**config.mk**
```make
export PLATFORM = sky130hd
export DESIGN_NAME = async_xfer_link
export DESIGN_NICKNAME = d
export VERILOG_FILES = /design/src/rtl/abx_pkg.sv /design/src/rtl/abx_sync2.sv /design/src/rtl/abx_master.sv /design/src/rtl/abx_slave.sv /design/src/rtl/async_xfer_link.sv
export SDC_FILE = /design/constraint.sdc
export NUM_CORES = 1
export LEC_CHECK = 0
export ABC_AREA = 1
export BUFFER_PORTS_ARGS = -buffer_cell sky130_fd_sc_hd__buf_2
export CORE_UTILIZATION = 55
export CTS_BUF_LIST = sky130_fd_sc_hd__clkbuf_4 sky130_fd_sc_hd__clkbuf_8 sky130_fd_sc_hd__clkbuf_16
export DETAILED_ROUTE_END_ITERATION = 8
export MAX_ROUTING_LAYER = met4
export PLACE_DENSITY_LB_ADDON = 0.25
export REMOVE_ABC_BUFFERS = 1
export SLEW_MARGIN = 40
export SYNTH_ARGS = -nofsm -noshare
export SYNTH_HDL_FRONTEND = slang
export SYNTH_SLANG_ARGS = --single-unit
```
**constraint.sdc**
```tcl
create_clock -name clk -period 2.3 [get_ports clk]
set_clock_uncertainty 0.2 [all_clocks]
set_input_delay 0.23 -clock clk [delete_from_list [all_inputs] [get_ports clk]]
set_output_delay 0.23 -clock clk [all_outputs]
set_load 0.01 [all_outputs]
```
**src/rtl/abx_pkg.sv**
```systemverilog
package abx_pkg;
  typedef enum logic [1:0] {
    XS_OK   = 2'd0,
    XS_BERR = 2'd1,
    XS_TMO  = 2'd2
  } xfer_status_e;

  typedef enum logic [2:0] {
    M_IDLE,
    M_ADDR,
    M_STRB,
    M_REL,
    M_RESP
  } mst_state_e;

  typedef enum logic [1:0] {
    S_IDLE,
    S_WAIT,
    S_HOLD
  } slv_state_e;
endpackage

```
**src/rtl/abx_sync2.sv**
```systemverilog
module abx_sync2 #(
  parameter int W = 1
) (
  input  logic         clk,
  input  logic         rst_n,
  input  logic [W-1:0] d,
  output logic [W-1:0] q
);
  logic [W-1:0] meta;

  always_ff @(posedge clk or negedge rst_n) begin
    if (!rst_n) begin
      meta <= '0;
      q    <= '0;
    end else begin
      meta <= d;
      q    <= meta;
    end
  end
endmodule

```
**src/rtl/abx_master.sv**
```systemverilog
module abx_master
  import abx_pkg::*;
#(
  parameter int AW   = 8,
  parameter int DW   = 8,
  parameter int AMW  = 3,
  parameter int TMOW = 8
) (
  input  logic            clk,
  input  logic            rst_n,
  input  logic [TMOW-1:0] tmo_limit,
  input  logic            cmd_valid,
  output logic            cmd_ready,
  input  logic            cmd_write,
  input  logic [AW-1:0]   cmd_addr,
  input  logic [AMW-1:0]  cmd_am,
  input  logic [DW-1:0]   cmd_wdata,
  output logic            rsp_valid,
  input  logic            rsp_ready,
  output logic [1:0]      rsp_status,
  output logic [DW-1:0]   rsp_rdata,
  output logic [AW-1:0]   bus_addr,
  output logic [AMW-1:0]  bus_am,
  output logic            bus_write,
  output logic [DW-1:0]   bus_wdata,
  output logic            bus_as,
  output logic            bus_ds,
  input  logic            ack_s,
  input  logic            err_s,
  input  logic [DW-1:0]   bus_rdata
);
  mst_state_e      st;
  logic [TMOW-1:0] wait_cnt;

  assign cmd_ready = (st == M_IDLE);
  assign rsp_valid = (st == M_RESP);

  always_ff @(posedge clk or negedge rst_n) begin
    if (!rst_n) begin
      st         <= M_IDLE;
      wait_cnt   <= '0;
      bus_addr   <= '0;
      bus_am     <= '0;
      bus_write  <= 1'b0;
      bus_wdata  <= '0;
      bus_as     <= 1'b0;
      bus_ds     <= 1'b0;
      rsp_status <= XS_OK;
      rsp_rdata  <= '0;
    end else begin
      unique case (st)
        M_IDLE: if (cmd_valid) begin
          bus_addr  <= cmd_addr;
          bus_am    <= cmd_am;
          bus_write <= cmd_write;
          bus_wdata <= cmd_wdata;
          st        <= M_ADDR;
        end
        M_ADDR: begin
          bus_as   <= 1'b1;
          bus_ds   <= 1'b1;
          wait_cnt <= '0;
          st       <= M_STRB;
        end
        M_STRB: begin
          if (ack_s) begin
            rsp_status <= XS_OK;
            if (!bus_write) rsp_rdata <= bus_rdata;
            bus_as <= 1'b0;
            bus_ds <= 1'b0;
            st     <= M_REL;
          end else if (err_s) begin
            rsp_status <= XS_BERR;
            bus_as <= 1'b0;
            bus_ds <= 1'b0;
            st     <= M_REL;
          end else if (wait_cnt == tmo_limit) begin
            rsp_status <= XS_TMO;
            bus_as <= 1'b0;
            bus_ds <= 1'b0;
            st     <= M_REL;
          end else begin
            wait_cnt <= wait_cnt + 1'b1;
          end
        end
        M_REL: if (!ack_s && !err_s) st <= M_RESP;
        M_RESP: if (rsp_ready) st <= M_IDLE;
        default: st <= M_IDLE;
      endcase
    end
  end
endmodule

```
**src/rtl/abx_slave.sv**
```systemverilog
module abx_slave
  import abx_pkg::*;
#(
  parameter int          AW    = 8,
  parameter int          DW    = 8,
  parameter int          AMW   = 3,
  parameter logic [AW-1:0] BASE = 8'h40,
  parameter int          WINW  = 4,
  parameter int          NREG  = 4,
  parameter int          LAT   = 2,
  parameter logic [AMW-1:0] AM_A = 3'd1,
  parameter logic [AMW-1:0] AM_B = 3'd2
) (
  input  logic           clk,
  input  logic           rst_n,
  input  logic [AW-1:0]  bus_addr,
  input  logic [AMW-1:0] bus_am,
  input  logic           bus_write,
  input  logic [DW-1:0]  bus_wdata,
  input  logic           as_s,
  input  logic           ds_s,
  output logic           bus_dtack,
  output logic           bus_berr,
  output logic [DW-1:0]  bus_rdata
);
  localparam int IDXW = (NREG > 1) ? $clog2(NREG) : 1;
  localparam int LATW = $clog2(LAT + 2);

  slv_state_e      st;
  logic [LATW-1:0] lat_cnt;
  logic [DW-1:0]   words [NREG];
  logic            hit;
  logic            in_range;
  logic [WINW-1:0] offs;
  logic [IDXW-1:0] idx;

  assign offs     = bus_addr[WINW-1:0];
  assign idx      = offs[IDXW-1:0];
  assign in_range = (32'(offs) < NREG);
  assign hit      = (bus_addr[AW-1:WINW] == BASE[AW-1:WINW]) &&
                    ((bus_am == AM_A) || (bus_am == AM_B));

  always_ff @(posedge clk or negedge rst_n) begin
    if (!rst_n) begin
      st        <= S_IDLE;
      lat_cnt   <= '0;
      bus_dtack <= 1'b0;
      bus_berr  <= 1'b0;
      bus_rdata <= '0;
      for (int i = 0; i < NREG; i++) words[i] <= '0;
    end else begin
      unique case (st)
        S_IDLE: if (as_s && ds_s && hit) begin
          lat_cnt <= '0;
          st      <= S_WAIT;
        end
        S_WAIT: begin
          if (!as_s) begin
            st <= S_IDLE;
          end else if (lat_cnt == LATW'(LAT)) begin
            if (in_range) begin
              if (bus_write) words[idx] <= bus_wdata;
              else           bus_rdata  <= words[idx];
              bus_dtack <= 1'b1;
            end else begin
              bus_berr <= 1'b1;
            end
            st <= S_HOLD;
          end else begin
            lat_cnt <= lat_cnt + 1'b1;
          end
        end
        S_HOLD: if (!as_s) begin
          bus_dtack <= 1'b0;
          bus_berr  <= 1'b0;
          st        <= S_IDLE;
        end
        default: st <= S_IDLE;
      endcase
    end
  end
endmodule

```
**src/rtl/async_xfer_link.sv**
```systemverilog
module async_xfer_link #(
  parameter int             AW    = 8,
  parameter int             DW    = 8,
  parameter int             AMW   = 3,
  parameter int             TMOW  = 8,
  parameter logic [AW-1:0]  BASE  = 8'h40,
  parameter int             WINW  = 4,
  parameter int             NREG  = 4,
  parameter int             LAT   = 2,
  parameter logic [AMW-1:0] AM_A  = 3'd1,
  parameter logic [AMW-1:0] AM_B  = 3'd2
) (
  input  logic            clk,
  input  logic            rst_n,
  input  logic [TMOW-1:0] tmo_limit,
  input  logic            cmd_valid,
  output logic            cmd_ready,
  input  logic            cmd_write,
  input  logic [AW-1:0]   cmd_addr,
  input  logic [AMW-1:0]  cmd_am,
  input  logic [DW-1:0]   cmd_wdata,
  output logic            rsp_valid,
  input  logic            rsp_ready,
  output logic [1:0]      rsp_status,
  output logic [DW-1:0]   rsp_rdata
);
  logic [AW-1:0]  bus_addr;
  logic [AMW-1:0] bus_am;
  logic           bus_write;
  logic [DW-1:0]  bus_wdata;
  logic [DW-1:0]  bus_rdata;
  logic           bus_as, bus_ds;
  logic           bus_dtack, bus_berr;
  logic           as_s, ds_s, ack_s, err_s;

  abx_master #(.AW(AW), .DW(DW), .AMW(AMW), .TMOW(TMOW)) u_mst (
    .clk(clk), .rst_n(rst_n), .tmo_limit(tmo_limit),
    .cmd_valid(cmd_valid), .cmd_ready(cmd_ready), .cmd_write(cmd_write),
    .cmd_addr(cmd_addr), .cmd_am(cmd_am), .cmd_wdata(cmd_wdata),
    .rsp_valid(rsp_valid), .rsp_ready(rsp_ready),
    .rsp_status(rsp_status), .rsp_rdata(rsp_rdata),
    .bus_addr(bus_addr), .bus_am(bus_am), .bus_write(bus_write),
    .bus_wdata(bus_wdata), .bus_as(bus_as), .bus_ds(bus_ds),
    .ack_s(ack_s), .err_s(err_s), .bus_rdata(bus_rdata)
  );

  abx_sync2 #(.W(2)) u_sync_strb (
    .clk(clk), .rst_n(rst_n), .d({bus_as, bus_ds}), .q({as_s, ds_s})
  );

  abx_sync2 #(.W(2)) u_sync_resp (
    .clk(clk), .rst_n(rst_n), .d({bus_dtack, bus_berr}), .q({ack_s, err_s})
  );

  abx_slave #(
    .AW(AW), .DW(DW), .AMW(AMW), .BASE(BASE), .WINW(WINW),
    .NREG(NREG), .LAT(LAT), .AM_A(AM_A), .AM_B(AM_B)
  ) u_slv (
    .clk(clk), .rst_n(rst_n), .bus_addr(bus_addr), .bus_am(bus_am),
    .bus_write(bus_write), .bus_wdata(bus_wdata), .as_s(as_s), .ds_s(ds_s),
    .bus_dtack(bus_dtack), .bus_berr(bus_berr), .bus_rdata(bus_rdata)
  );
endmodule

```
==> impl_results.rst, run 1 <==
.. list-table::
   :header-rows: 1

   * - Metric
     - Value
   * - Share of the synthesized area in compound gates (AO/OA/AOI/OAI)
     - 9.78%
   * - EDFF count, synth
     - 0
   * - Area contributors post-synth
     - sky130_fd_sc_hd__dfrtp_1 (56%), sky130_fd_sc_hd__nand2_1 (12%), sky130_fd_sc_hd__o21ai_0 (5.8%)
   * - H-tree Lvls
     - 3
   * - Count of state elements after synthesis
     - 94
   * - Count of non-filler cells in the finished layout
     - ~630
   * - Status
     - finished clean
   * - Final number of hold-violating endpoints
     - 0
   * - Crit path DAT
     - around 2 ns
   * - Leakage power
     - 2.41 nW
   * - Clock Tree Buf Depth
     - 2
   * - DIE HEIGHT
     - about 90 µm
   * - Average routed wire per standard cell
     - 13.4 µm
   * - Largest net degree at the start of global routing
     - just under 50
   * - Router iterations before antenna repair
     - 4
   * - Unrepaired setup endpoints after global routing
     - no
   * - Routed via count
     - roughly 3.3k
   * - Count of clock tree sinks
     - 94
   * - Cell depth of the worst hold path
     - 0
   * - Crit-path most repeated cell
     - sky130_fd_sc_hd__nand2_1
   * - Cells after synthesis
     - 460
   * - Worst skew pair latency
     - 0.37 ns
   * - Crit path largest cell delay
     - ~0.45 ns
   * - Crit-path max FO
     - 12
   * - Main combinational cell family by area after synthesis
     - simple AND/OR/NAND/NOR gates
   * - Wire length of the first global-routing pass
     - approximately 14000 µm
   * - Layout net count
     - approximately 560
   * - Clock tree from TritonCTS
     - done
   * - Worst vdd rail ir drop
     - approximately 0.00052 V
   * - R2R depth
     - 8
   * - Crit start category
     - register
   * - Num rows
     - 31
   * - Synth Area in Simple Gates
     - between 20% and 30%
   * - Yosys top cell area share
     - between 50% and 60%
   * - Layout overhead on the synthesized area
     - 16.9%
   * - Clock root cell
     - sky130_fd_sc_hd__clkbuf_8
   * - Synth cell types
     - 31
   * - Number of global-route vias before repair
     - between 3k and 4k
   * - Max_slew headroom
     - 58.8%
   * - Transition time at the pin with the least slew margin
     - between 0.6 and 0.7 ns
   * - Inserted Diodes
     - 0
   * - Final estimated routing congestion in global placement
     - about 0.88
   * - Residual overflow from global routing
     - 0
   * - Proportion of synthesized area in mux cells
     - 2.40%
   * - FF/Latch Area
     - 2350 µm²
   * - PortBufs
     - 43
   * - Final worst path period share
     - 84.3%
   * - Vias per inst
     - 5.16
   * - Area of the core region
     - around 7300 µm²
   * - Fill count
     - roughly 580
   * - Setup Crit Path Kind
     - register to register
   * - Horiz. Die Dim
     - approximately 90 µm
   * - Violation count after the first detailed-routing iteration
     - 195
   * - Antenna Violating Nets Remaining
     - 0
   * - Most common flop cell mapped by yosys
     - sky130_fd_sc_hd__dfrtp_1
   * - XOR/XNOR Fraction of Synth Area
     - 1.04%
   * - Multi-input combinational cell area
     - 1590 µm²
   * - Top cells by instance count after synthesis
     - sky130_fd_sc_hd__nand2_1 (134), sky130_fd_sc_hd__dfrtp_1 (94), sky130_fd_sc_hd__inv_1 (50)
   * - Initial Util
     - 57.6%
   * - Number of max-slew violations in the final report
     - 0
   * - Number of antenna violations at the first check in global routing
     - 0
   * - Post-detail-place hpwl
     - between 5000 and 6000 µm
   * - Post-synthesis instance area
     - between 4000 and 5000 µm²
   * - Reg clk slew, reported paths
     - about 0.09 ns
   * - Die Outline Area
     - around 8000 µm²
   * - Sequential-to-total area share from yosys stat
     - between 50% and 60%
   * - Total Negative Setup Slacks
     - 0 ns
   * - Synthesized-area fraction occupied by adder cells
     - 0.593%
   * - CTS Buf Count
     - 9
   * - Count leader, synth
     - sky130_fd_sc_hd__nand2_1
   * - Highest clock frequency the design can meet
     - 516 MHz
   * - Required arrival time at the worst endpoint
     - about 2.4 ns
   * - Fraction of registers with async set/reset
     - 100%
   * - CP max stage cell
     - sky130_fd_sc_hd__dfrtp_1
   * - Total global routing track utilization
     - roughly a quarter
   * - CTS resizes
     - 0
   * - Fraction of final layout cells sized beyond drive strength 1
     - between 15 and 20%
   * - Tightest Hold Check Type
     - register to register
   * - Reported max-cap violation count
     - 0
   * - Average size of a mapped cell
     - around 9 µm²
   * - WL final
     - approximately 8500 µm
   * - Crit. End Element
     - register
   * - Crit-path cells
     - xnor2_1 > nand2_1 > nor2_1 > nand2_2 > nand2_1 > nand2_1 > nand2_1 > nand2_1
   * - Power Dens Cells
     - 923 nW/µm²
   * - Most area-hungry cell type in the Yosys netlist
     - sky130_fd_sc_hd__dfrtp_1
   * - Number of warnings printed during yosys synthesis
     - 0
   * - Post-route DRC violation count
     - 0
   * - Number of setup violations in the final report
     - 0
   * - Post-layout minimum cycle time
     - 1.94 ns
   * - Cell Count Post-Placement
     - 594
   * - IO Count
     - 44
[final timing paths]
check	from	end	slack (ns)
min in group asynchronous	rst_n	u_mst.wait_cnt[6]	0.21
hold / removal	u_sync_resp.meta[0]	u_sync_resp.q[0]	0.15
hold reg to reg	u_sync_resp.meta[0]	u_sync_resp.q[0]	0.15
setup / recovery	u_mst.wait_cnt[2]	u_mst.wait_cnt[4]	0.36
setup reg to reg	u_mst.wait_cnt[2]	u_mst.wait_cnt[4]	0.36
max in group asynchronous	rst_n	u_slv.words[17]	1.03
[power breakdown]
group	switching, mW	internal, mW	leakage [nW]
logic	0.768	0.410	1.09
registers	0.261	1.98	1.23
clock network	0.620	0.516	0.0968
[metrics by stage]
step	hold WS [ns]	cell area (µm²)	total power [mW]	setup slack, ns	util [%]
2_1_floorplan	-0.266	4130	3.03	0.390	-
3_3_place_gp	0.0847	4510	3.35	0.515	61.5
3_5_place_dp	0.0948	4510	3.41	0.383	61.5
4_1_cts	0.157	4930	4.57	0.363	67.3
5_1_grt	0.172	4930	4.85	0.167	67.3
6_report	0.155	4930	4.55	0.362	67.3
[per-layer routing]
metal	part of all wire [%]	track usage (%)	vias up
li1	-	-	1617
met1	47	34.5	1548
met2	47	37.6	85
met3	4.5	3.66	10
met4	1.4	8.66	0
met5	0	-	-
[cell type report]
class	count	share of cell area [%]
multi-input cells	304	32.2
well taps	99	2.51
clock inverters	7	1.62
inverters	51	3.88
clock buffers	9	2.51
flip-flops and latches	94	47.7
repair buffers	68	9.59
[cell families after synthesis]
kind of cell | count (synthesis)
AOI/OAI and AO/OA | 75
xor gates and xnor gates | 5
muxes | 9
DFF | 94
adders and majority gates | 2
and+or+nand+nor | 213
buffers and inverters | 62
[flip-flops by register name (all words and copies together), names as in the netlist]
signal            cells
u_slv.words          32
u_mst.bus_addr        8
u_mst.bus_wdata       8
u_mst.rsp_rdata       8
u_mst.wait_cnt        8
u_slv.bus_rdata       8
u_mst.bus_am          3
u_mst.st              3
u_mst.rsp_status      2
u_slv.lat_cnt         2
u_slv.st              2
u_sync_resp.meta      2
u_sync_resp.q         2
u_mst.bus_as          1
u_mst.bus_write       1
u_slv.bus_berr        1
u_slv.bus_dtack       1
u_sync_strb.meta      1
u_sync_strb.q         1
[cell usage in the layout, fill, tap and decap left out, types with 4 or more instances in the layout]
cell / Yosys / layout
sky130_fd_sc_hd__nand2_2: 4 / 4
sky130_fd_sc_hd__dfrtp_1: 94 / 94
sky130_fd_sc_hd__mux2_2: 9 / 9
sky130_fd_sc_hd__nand2_1: 134 / 134
sky130_fd_sc_hd__nand3_1: 21 / 21
sky130_fd_sc_hd__o21ai_0: 49 / 49
sky130_fd_sc_hd__nor2_1: 26 / 26
sky130_fd_sc_hd__a21oi_1: 14 / 14
sky130_fd_sc_hd__nor3_1: 4 / 4
sky130_fd_sc_hd__dlygate4sd3_1: 0 / 22
sky130_fd_sc_hd__o2111ai_1: 8 / 8
sky130_fd_sc_hd__xnor2_1: 4 / 4
sky130_fd_sc_hd__clkbuf_8: 0 / 9
sky130_fd_sc_hd__buf_2: 2 / 42
sky130_fd_sc_hd__inv_1: 50 / 50
[what timing repair did]
item                       CTS  global route
hold buffers                22             0
buffers inserted             0             0
hold endpoints to repair    68             0
setup endpoints to repair    0             0
[critical path: cells and delay by family, from the launching register on]
family / cells / cell delay [ns]
XOR/XNOR: 1 / 0.18
AND/OR/NAND/NOR: 7 / 1.01
flip-flops: 1 / 0.45
No activity file was read; power rests on OpenSTA's default activity.
==> run 2, diff against run 1 <==
--- a/config.mk
+++ b/config.mk
@@ -5,7 +5,7 @@
 export SDC_FILE = /design/constraint.sdc
 export NUM_CORES = 1
 export LEC_CHECK = 0
-export ABC_AREA = 1
+export ABC_AREA = 0
 export BUFFER_PORTS_ARGS = -buffer_cell sky130_fd_sc_hd__buf_2
 export CORE_UTILIZATION = 55
 export CTS_BUF_LIST = sky130_fd_sc_hd__clkbuf_4 sky130_fd_sc_hd__clkbuf_8 sky130_fd_sc_hd__clkbuf_16
==> constraint.sdc (replaced) <==
create_clock -name clk -period 1.9 [get_ports clk]
set_clock_uncertainty 0.2 [all_clocks]
set_input_delay 0.19 -clock clk [delete_from_list [all_inputs] [get_ports clk]]
set_output_delay 0.19 -clock clk [all_outputs]
set_load 0.01 [all_outputs]
==> run 2 against run 1 <==
Net effect: the flow now finishes with violations (negative setup slack); synthesized cell count is 39% lower; first-iteration DRC count is 22% lower; register-to-register slack worse by 0.56 ns; worst setup slack worse by 0.56 ns; cell area is 5.5% higher; via count is 20% lower; critical path depth stayed put; combinational power is 65% higher; largest power group unchanged; highest routed layer unchanged.
==> impl_results.rst, run 2 <==
.. list-table::
   :header-rows: 1

   * - Metric
     - Value
   * - Crit start category
     - register
   * - R2R depth
     - 8
   * - Transition time at the pin with the least slew margin
     - around 0.35 ns
   * - Horiz. Die Dim
     - just under 90 µm
   * - Count of state elements after synthesis
     - 94
   * - IO Count
     - 44
   * - Worst skew pair latency
     - 0.36 ns
   * - Inserted Diodes
     - 0
   * - Sequential-to-total area share from yosys stat
     - about three fifths
   * - Fraction of registers with async set/reset
     - between 90% and 100%
   * - Average size of a mapped cell
     - approximately 14 µm²
   * - Largest net degree at the start of global routing
     - 56
   * - Net switching share of the total power
     - around 33%
   * - Residual overflow from global routing
     - 0
   * - Switching component of the power
     - slightly below 2 mW
   * - Average routed wire per standard cell
     - approximately 17 µm
   * - Top cells by instance count after synthesis
     - sky130_fd_sc_hd__dfrtp_1 (94), sky130_fd_sc_hd__mux2_2 (68), sky130_fd_sc_hd__nand2_1 (14), sky130_fd_sc_hd__nand3_1 (14), sky130_fd_sc_hd__xor2_1 (9)
   * - Count of clock tree sinks
     - 94
   * - Routed via count
     - 2596
   * - Most area-hungry cell type in the Yosys netlist
     - sky130_fd_sc_hd__dfrtp_1
   * - Status
     - complete, but fails checks
   * - H-tree Lvls
     - 3
   * - Router iterations before antenna repair
     - 4
   * - Vias per inst
     - 5.41
   * - Setup Crit Path Kind
     - register to register
   * - Clock tree from TritonCTS
     - done
   * - Final number of hold-violating endpoints
     - 0
   * - EDFF count, synth
     - 0
   * - Number of antenna violations at the first check in global routing
     - 0
   * - Number of setup violations in the final report
     - 43
   * - Num rows
     - 30
   * - Layout net count
     - slightly above 400
   * - Leakage power
     - 2.48 nW
   * - Yosys top cell area share
     - between 50% and 60%
   * - Fraction of final layout cells sized beyond drive strength 1
     - 49.5%
   * - DIE HEIGHT
     - roughly 87 µm
   * - WL final
     - 8070 µm
   * - Crit path DAT
     - around 2.2 ns
   * - Power Dens Cells
     - between 1000 and 1500 nW/µm²
   * - CTS Buf Count
     - 9
   * - Initial Util
     - approximately 58%
   * - Most common flop cell mapped by yosys
     - sky130_fd_sc_hd__dfrtp_1
   * - Most frequent cells in the layout
     - sky130_fd_sc_hd__dfrtp_1 (94), sky130_fd_sc_hd__buf_2 (42), sky130_fd_sc_hd__mux2_2 (36)
   * - Count leader, synth
     - sky130_fd_sc_hd__dfrtp_1
   * - Cells after synthesis
     - ~280
   * - Tightest Hold Check Type
     - primary input to asynchronous set/reset pin
   * - Number of max-slew violations in the final report
     - 0
   * - Reported max-cap violation count
     - 0
   * - Area of the core region
     - between 6000 and 7000 µm²
   * - Number of flip-flops in the largest register
     - 32
   * - Post-synthesis instance area
     - around 4000 µm²
   * - Unrepaired setup endpoints after global routing
     - yes
   * - Post-route DRC violation count
     - 0
   * - Worst vdd rail ir drop
     - just over 0.0007 V
   * - Crit-path max FO
     - 4
   * - Layout Cell Area excl Fill
     - 5200 µm²
   * - Final critical-path setup slack
     - -0.202 ns
   * - Required arrival time at the worst endpoint
     - just under 2 ns
   * - Highest clock frequency the design can meet
     - ~480 MHz
   * - Die Outline Area
     - between 7000 and 8000 µm²
   * - Total Negative Setup Slacks
     - -6.07 ns
   * - Total global routing track utilization
     - 23.4%
   * - Max_slew headroom
     - 76.6%
   * - Final estimated routing congestion in global placement
     - between 0.7 and 0.8
   * - Clock share of power
     - around a fifth
   * - Number of global-route vias before repair
     - 2566
   * - Post-detail-place hpwl
     - just under 5000 µm
   * - Violation count after the first detailed-routing iteration
     - between 150 and 200
   * - Combinational power share
     - between 30% and 40%
   * - Antenna Violating Nets Remaining
     - 0
   * - Register with the highest flop count
     - u_slv.words
   * - Clock Tree Buf Depth
     - 2
   * - Post-layout minimum cycle time
     - 2.10 ns
   * - Reg clk slew, reported paths
     - ~0.090 ns
   * - Commonest non-fill, non-tap cell in the layout
     - sky130_fd_sc_hd__dfrtp_1
   * - Area contributors post-synth
     - sky130_fd_sc_hd__dfrtp_1 (59%), sky130_fd_sc_hd__mux2_2 (19%), sky130_fd_sc_hd__mux4_2 (4.5%)
   * - Post-Place Cell Area
     - between 4000 and 5000 µm²
   * - Clock root cell
     - sky130_fd_sc_hd__clkbuf_8
   * - Internal power
     - just over 4 mW
   * - Synth cell types
     - 40
   * - PortBufs
     - 43
   * - Number of warnings printed during yosys synthesis
     - 0
   * - Part of the power in registers
     - 47.7%
   * - Final worst path period share
     - 111%
   * - Layout overhead on the synthesized area
     - 30.7%
   * - Crit. End Element
     - register
   * - Wire length of the first global-routing pass
     - between 10000 and 15000 µm
   * - Violations in the final reports
     - negative setup slack
[run 2: cell count changes in the layout (fill, tap and decap cells not counted), moves of 10 or more]
cell | previous run | this run
sky130_fd_sc_hd__a21oi_1 | 14 | 2
sky130_fd_sc_hd__buf_4 | 3 | 23
sky130_fd_sc_hd__inv_1 | 50 | 6
sky130_fd_sc_hd__mux2_2 | 9 | 36
sky130_fd_sc_hd__mux2_4 | 0 | 32
sky130_fd_sc_hd__nand2_1 | 134 | 13
sky130_fd_sc_hd__nand3_1 | 21 | 11
sky130_fd_sc_hd__nor2_1 | 26 | 6
sky130_fd_sc_hd__o21ai_0 | 49 | 5
[run 2: worst max-delay path, cell delays in order (launching register included)]
cell and delay [ns]:
sky130_fd_sc_hd__dfrtp_1 0.39, sky130_fd_sc_hd__inv_1 0.07, sky130_fd_sc_hd__ha_2 0.17, sky130_fd_sc_hd__nand3b_1 0.10, sky130_fd_sc_hd__nor3_2 0.17, sky130_fd_sc_hd__nand3_2 0.14, sky130_fd_sc_hd__nor3b_2 0.23, sky130_fd_sc_hd__buf_4 0.20
sky130_fd_sc_hd__mux2_4 0.31
[run 2: logic make-up (layout without fill, tap and decap cells)]
group / Yosys count / count (layout) / share of synthesized area (%)
AO/OA/AOI/OAI: 18 / 18 / 3.11
buffers and inverters: 13 / 118 / 1.29
flip-flops: 94 / 94 / 59.1
AND/OR/NAND/NOR: 63 / 63 / 9.12
multiplexers: 80 / 80 / 24.8
adder cells (fa/ha/maj): 2 / 2 / 0.629
XOR/XNOR: 9 / 9 / 1.98
[run 2: area by class of cell]
class	count	area, µm²
Inverter	6	22.5
Fill cell	474	1700
Sequential cell	94	2350
Multi-Input combinational cell	172	1800
Timing Repair Buffer	96	731
Tap cell	96	120
Clock inverter	5	35.0
Clock buffer	11	145
[run 2: power by group through the flow]
stage	registers, mW	logic, mW	clock network, mW
floorplan	2.85	0.957	0
global placement	2.85	1.67	0
detailed placement	2.87	1.72	0
CTS	2.85	1.83	1.23
global route	2.95	2.12	1.31
finish	2.88	1.95	1.21
[run 2: per-layer routing]
| metal | global-route usage [%] | wire, µm | vias up |
|---|---|---|---|
| met1 | 31.3 | 3550 | 1296 |
| li1 | - | - | 1215 |
| met2 | 35.4 | 4030 | 67 |
| met4 | 7.27 | 185 | 0 |
| met3 | 6.26 | 295 | 18 |
| met5 | - | 0 | - |
[run 2: worst paths after layout]
| kind | endpoint | slack, ns | startpoint |
|---|---|---|---|
| max in group asynchronous | u_mst.bus_addr[0] | 0.87 | rst_n |
| max reg2reg | u_slv.words[17] | -0.20 | u_slv.lat_cnt[0] |
| max | u_slv.words[17] | -0.20 | u_slv.lat_cnt[0] |
| min | u_mst.st[1] | 0.05 | rst_n |
| min reg2reg | u_sync_strb.q[0] | 0.16 | u_sync_strb.meta[0] |
| min in group clk | u_sync_strb.q[0] | 0.16 | u_sync_strb.meta[0] |
[run 2: timing repair]
action / in CTS / in global routing
resized for setup: 38 / 22
hold endpoints to repair: 115 / 0
hold buffers: 22 / 0
buffers inserted: 2 / 0
pin swaps: 6 / 6
endpoints found under the setup margin: 45 / 69
[run 2: stage by stage]
stage                     cells  total power [mW]  hold slack (ns)  setup slack, ns  utilization [%]
final                       480              6.03           0.0455           -0.202             75.3
after detailed placement    440              4.59           -0.111           -0.264             65.8
after global routing        480              6.39           0.0675           -0.282             75.3
after global placement      440              4.52           -0.113           -0.206             65.8
after CTS                   480              5.91           0.0414           -0.222             73.8
after floorplan             272              3.81           -0.306           -0.306                -
